===== src/rtl/pkt_page_alloc.sv =====
module pkt_page_alloc #(
  parameter int PAGES = 32,
  parameter int PKTS  = 32
) (
  input  logic       clk,
  input  logic       rst_n,
  input  logic       cmd_wr,
  input  logic [7:0] cmd_byte,
  input  logic [4:0] pnr,
  input  logic [4:0] tx_reserve,
  input  logic       irq_ack,
  input  logic       rx_req,
  input  logic [4:0] rx_pages_m1,
  output logic       busy,
  output logic       alloc_irq,
  output logic [7:0] alloc_result,
  output logic [15:0] q_status,
  output logic [15:0] mem_info,
  output logic       rx_done,
  output logic       rx_ok,
  output logic [4:0] rx_num
);
  localparam int PW = $clog2(PKTS);
  localparam int CW = $clog2(PAGES + 1);
  localparam logic [2:0] OP_NOP = 3'd0, OP_ALLOC = 3'd1, OP_CLEAR = 3'd2, OP_DROP = 3'd3,
                         OP_POPREL = 3'd4, OP_REL = 3'd5, OP_TXPUSH = 3'd6, OP_TXCLR = 3'd7;

  logic [PKTS-1:0] used;
  logic [CW-1:0]   pkt_pg [PKTS];
  logic [PW-1:0]   txq [PKTS];
  logic [PW-1:0]   rxq [PKTS];
  logic [PW-1:0]   tx_rd, tx_wr, rx_rd, rx_wr, rel_pkt;
  logic [PW:0]     tx_cnt, rx_cnt;
  logic [CW-1:0]   free_cnt, rel_cnt;

  logic [2:0]    op;
  logic          acc, found, h_take, r_take, rel_start, rel_end, rx_pop, tx_push;
  logic [PW-1:0] lo, rel_sel, pnr_i;
  logic [CW-1:0] need_h, need_r, take, give;

  assign op     = cmd_byte[7:5];
  assign acc    = cmd_wr && !busy;
  assign busy   = rel_cnt != '0;
  assign pnr_i  = PW'(pnr);
  assign need_h = CW'(cmd_byte[4:0]) + CW'(1);
  assign need_r = CW'(rx_pages_m1) + CW'(1);

  always_comb begin
    found = 1'b0;
    lo    = '0;
    for (int i = PKTS - 1; i >= 0; i--)
      if (!used[i]) begin
        found = 1'b1;
        lo    = PW'(i);
      end
  end

  assign h_take    = acc && op == OP_ALLOC && found && need_h <= free_cnt;
  assign r_take    = rx_req && !(acc && op != OP_NOP) && found &&
                     ({1'b0, need_r} + (CW+1)'(tx_reserve) <= {1'b0, free_cnt});
  assign rx_pop    = acc && (op == OP_DROP || op == OP_POPREL) && rx_cnt != '0;
  assign rel_sel   = (op == OP_POPREL) ? rxq[rx_rd] : pnr_i;
  assign rel_start = acc && ((op == OP_POPREL && rx_cnt != '0) || (op == OP_REL && used[pnr_i]));
  assign rel_end   = rel_cnt == CW'(1);
  assign tx_push   = acc && op == OP_TXPUSH && used[pnr_i] && tx_cnt != (PW+1)'(PKTS);
  assign take      = h_take ? need_h : (r_take ? need_r : '0);
  assign give      = rel_end ? pkt_pg[rel_pkt] : '0;

  assign mem_info = {8'(free_cnt), 8'(PAGES)};
  assign q_status = {rx_cnt == '0, (rx_cnt == '0) ? 7'd0 : 7'(rxq[rx_rd]),
                     tx_cnt == '0, (tx_cnt == '0) ? 7'd0 : 7'(txq[tx_rd])};

  always_ff @(posedge clk or negedge rst_n) begin
    if (!rst_n) begin
      used <= '0; free_cnt <= CW'(PAGES); rel_cnt <= '0; rel_pkt <= '0;
      tx_rd <= '0; tx_wr <= '0; tx_cnt <= '0;
      rx_rd <= '0; rx_wr <= '0; rx_cnt <= '0;
      alloc_result <= 8'h80; alloc_irq <= 1'b0;
      rx_done <= 1'b0; rx_ok <= 1'b0; rx_num <= '0;
    end else begin
      rx_done <= rx_req;
      rx_ok   <= r_take;
      if (acc && op == OP_CLEAR) begin
        used <= '0; free_cnt <= CW'(PAGES); rel_cnt <= '0;
        tx_rd <= '0; tx_wr <= '0; tx_cnt <= '0;
        rx_rd <= '0; rx_wr <= '0; rx_cnt <= '0;
        alloc_result <= 8'h80; alloc_irq <= 1'b0;
      end else begin
        free_cnt <= free_cnt - take + give;
        if (acc && op == OP_ALLOC) begin
          alloc_irq    <= 1'b1;
          alloc_result <= h_take ? {1'b0, 7'(lo)} : 8'h80;
        end else if (irq_ack) alloc_irq <= 1'b0;
        if (h_take || r_take) begin
          used[lo]   <= 1'b1;
          pkt_pg[lo] <= take;
        end
        if (r_take) begin
          rxq[rx_wr] <= lo;
          rx_wr      <= rx_wr + 1'b1;
          rx_num     <= 5'(lo);
        end
        if (rx_pop) rx_rd <= rx_rd + 1'b1;
        rx_cnt <= rx_cnt + (PW+1)'(r_take) - (PW+1)'(rx_pop);
        if (acc && op == OP_TXCLR) begin
          tx_rd <= '0; tx_wr <= '0; tx_cnt <= '0;
        end else if (tx_push) begin
          txq[tx_wr] <= pnr_i;
          tx_wr      <= tx_wr + 1'b1;
          tx_cnt     <= tx_cnt + 1'b1;
        end
        if (rel_start) begin
          rel_cnt <= pkt_pg[rel_sel];
          rel_pkt <= rel_sel;
        end else if (busy) begin
          rel_cnt <= rel_cnt - 1'b1;
          if (rel_end) used[rel_pkt] <= 1'b0;
        end
      end
    end
  end
endmodule


===== config.mk =====
export PLATFORM = sky130hd
export DESIGN_NAME = pkt_page_alloc
export DESIGN_NICKNAME = d
export VERILOG_FILES = /design/src/rtl/pkt_page_alloc.sv
export SDC_FILE = /design/constraint.sdc
export NUM_CORES = 1
export LEC_CHECK = 0
export ABC_AREA = 1
export BUFFER_PORTS_ARGS = -buffer_cell sky130_fd_sc_hd__buf_2
export CAP_MARGIN = 20
export CORE_MARGIN = 4
export CORE_UTILIZATION = 50
export CTS_CLUSTER_SIZE = 10
export DETAILED_ROUTE_END_ITERATION = 10
export MAX_ROUTING_LAYER = met4
export PLACE_DENSITY = 0.71
export SLEW_MARGIN = 25
export SYNTH_ARGS = -nofsm -noshare
export SYNTH_HDL_FRONTEND = slang
export SYNTH_SLANG_ARGS = --single-unit
export TNS_END_PERCENT = 10

===== constraint.sdc =====
create_clock -name clk -period 6.53 [get_ports clk]
set_clock_uncertainty 0.15 [all_clocks]
set_input_delay 0.3265 -clock clk [delete_from_list [all_inputs] [get_ports clk]]
set_output_delay 0.3265 -clock clk [all_outputs]
set_load 0.05 [all_outputs]

==> impl_metrics.yaml <==
floorplan:
  coreArea_sq_um: 43400
  start_util_pct: 50.9
  die_h_um: 218
  fp.dieW_um: 218
  num_rows: 76
  ios: 77
  die_area_sq_um: 47600
routing:
  num_vias: 18000
  drtIter0Drc: 2803
  wire_per_inst_um: 22.9
  routed-wl-met3_um: 7370
  highest_layer: "met4"
  wl_met1_um: 25200
  wl_met2_um: 31400
  ant_nets: 0
  first_pass_iters: 6
  viasPerCell: 6.24
  drc: 0
  wl_um: 66000
synth:
  postSynthCellCount: 2207
  ys_ff_latch: 447
  synth_edf_count: 357
  synth_ff_type: "edfxtp_1"
  ys_types: 52
  yosys_warnings: 0
  syn_area_per_cell_sq_um: 10.0
  seq_area_frac_synth_pct: 58.8
  synth_async_sr_flop_share_pct: 20.1
  synthesis.area_sq_um: 22100
run:
  maxCapViolations: 0
setup_path:
  crit_chain: "nand2_1, nor3_1, nand4_1, o211ai_1, nor2_1, buf_4, inv_1, o22ai_2, buf_4, fa_1, inv_1, ha_1, nand2_1, nand2_1, a21oi_1, xor2_1, xnor2_1, a21oi_1, o21ai_0"
  crit_arrival_ns: 5.55
  crit_type: "flip-flop to flip-flop"
  cp.buffers_inverters: 4
  cp-start-kind: "flip-flop"
  crit_family: "simple AND/OR/NAND/NOR gates"
  cpMaxStageDelayCell: "dfrtp_1"
  cp_data_required_time_ns: 6.88
  cpPeakStageDelay_ns: 0.84
  crit_path_end_kind: "flip-flop"
  worst-path-max-fanout: 33
  timing.critical_path.mode_cell: "nand2_1"
finish:
  syn_to_final_growth_pct: 10.4
  nNetsFinal: 2331
  drive_gt1_share_pct: 8.54
  finish.utilization_pct: 56.2
cts:
  clk_pin_slew_ns: 0.06
  clkLatencyLatePin_ns: 0.60
  cts_root_buf: "clkbuf_16"
  cts_tree: "built"
  htree_levels: 2
  cts_buffers: 51
  clockBufferDepth: 3
  post_cts_resized: 0
  cts_sinks: 447
global_route:
  grt_max_degree: 97
  grt_pass1_vias: 16900
  grt_pass1_wl_um: 100000
  overflow: 0
  track_usage_pct: 28.1
  antenna_found_initial: 1
power:
  p_int_mw: 6.40
  p_per_area_nw_per_um2: 458
  switching_share_pct: 42.6
  power_frac_seq_pct: 35.4
  ir_drop_mv: 0.422
  p_leak_nw: 9.07
  total_power_mw: 11.2
  p_sw_mw: 4.76
  p_comb_share_pct: 40.9
  clockPowerShare_pct: 23.6
placed_design:
  portBuffers: 60
  hpwl_um: 43600
  place.gp.congestion: 1.04
  dp_slack_ns: 0.872
timing:
  period_share_pct: 79.7
  rsz0062_at_grt: "false"
  hold_viol: 0
  period_minus_slack_ns: 5.20
  setup_violations: 0
  max_freq_mhz: 192
  tns_ns: 0
  layout_setup_ws_ns: 1.33
  relSlewSlack_pct: 27.0
  tightestPinTransition_ns: 1.09
  drv_slew: 0
status:
  status: "finished clean"
worst_hold_path:
  hold_path.class: "input pin to async pin"
## per-layer routing
layer	track usage, %	vias up
met5	-	-
met4	7.92	0
met3	5.16	164
met2	45.0	1129
met1	37.1	8668
li1	-	8002
## cell usage in the layout, fill, tap and decap left out, drive strengths merged, types with 2 or more instances in the layout
master	synthesis	routed
nand4	31	31
o21ai	277	277
nor2	312	312
a21oi	77	77
nand2	217	217
o211ai	12	12
a22o	11	11
or2	2	2
inv	163	164
clkinv	6	7
o22ai	77	77
nor3b	4	4
nor4	4	4
o221ai	19	19
dfrtp	88	88
a211oi	2	2
edfxtp	357	357
nand3	244	244
ha	44	44
nor3	25	25
a22oi	48	48
a31oi	6	6
o31ai	2	2
dfstp	2	2
xnor2	10	10
fa	7	7
buf	72	100
a221oi	7	7
conb	2	16
a21boi	2	2
xor2	13	13
clkbuf	58	93
dlygate4sd3	0	8
## logic make-up (layout without fill, tap and decap cells)
group           after synthesis  count (layout)  share of synthesized area [%]
flops                       447             447                           58.8
simple gates                840             840                           16.5
xor+xnor                     23              23                          0.913
fa+ha+maj                    51              51                           3.13
buf+inv                     299             372                           6.19
compound gates              545             545                           14.4
other cells                   2              17                         0.0340
## final timing paths
kind | depth (start not counted) | slack [ns] | endpoint | start
min reg2reg | 1 | 0.34 | tx_cnt[4] | tx_cnt[4]
max | 19 | 1.33 | free_cnt[5] | used[0]
min in group clk | 4 | 0.15 | rx_cnt[0] | cmd_byte[7]
max in group asynchronous | 3 | 4.89 | rx_rd[0] | rst_n
max reg2reg | 19 | 1.33 | free_cnt[5] | used[0]
min | 2 | 0.05 | used[15] | rst_n
## timing repair
action,in CTS,in global routing
endpoints found under the hold margin,31,0
hold buffers,8,0
setup buffers,0,0
## state kept, by name, indices dropped and copies added (netlist names), 5 cells and up
name and count:
pkt_pg 192, used 32, rx_wr 5, txq 5, rel_pkt 5, rel_cnt 6
rx_num 5, alloc_result 6, rxq 160, free_cnt 6, tx_wr 5, rx_cnt 6
tx_cnt 6, rx_rd 5
## stage by stage
stage	area [sq um]	cells	hold slack, ns
6_report	24400	2880	0.0468
2_1_floorplan	22100	2221	-0.119
5_1_grt	24400	2880	0.0978
3_5_place_dp	22800	2776	0.121
4_1_cts	24400	2879	0.0527
3_3_place_gp	22800	2776	0.122
## final cells by class
cell class / count / area [sq um]
Fill cell: 3739 / 19000
Sequential cell: 447 / 13000
Multi-Input combinational cell: 1475 / 7830
Clock buffer: 93 / 1480
Tap cell: 585 / 732
Timing Repair Buffer: 108 / 683
Inverter: 169 / 639
Clock inverter: 2 / 28.8
Antenna cell: 1 / 2.50
## power by group through the flow
stage	clock network, mW	logic, mW	registers, mW
after CTS	2.66	4.45	3.94
after global placement	0	4.32	3.99
after global routing	2.78	4.92	3.98
after floorplan	0	2.96	4.02
after detailed placement	0	4.43	3.99
final	2.63	4.57	3.95
## cell usage after synthesis (all sizes together), types with 11 or more instances
| cell type | number | area [sq um] |
|---|---|---|
| edfxtp | 357 | 10700 |
| nor2 | 312 | 1180 |
| o21ai | 277 | 1390 |
| nand3 | 244 | 1220 |
| nand2 | 217 | 845 |
| inv | 163 | 617 |
| dfrtp | 88 | 2200 |
| a21oi | 77 | 404 |
| o22ai | 77 | 482 |
| buf | 72 | 505 |
| clkbuf | 58 | 221 |
| a22oi | 48 | 360 |
| ha | 44 | 551 |
| nand4 | 31 | 194 |
| nor3 | 25 | 130 |
| o221ai | 19 | 166 |
| xor2 | 13 | 114 |
| o211ai | 12 | 90.1 |
| a22o | 11 | 96.3 |
Note: power is estimated with default switching activity, not from simulation.
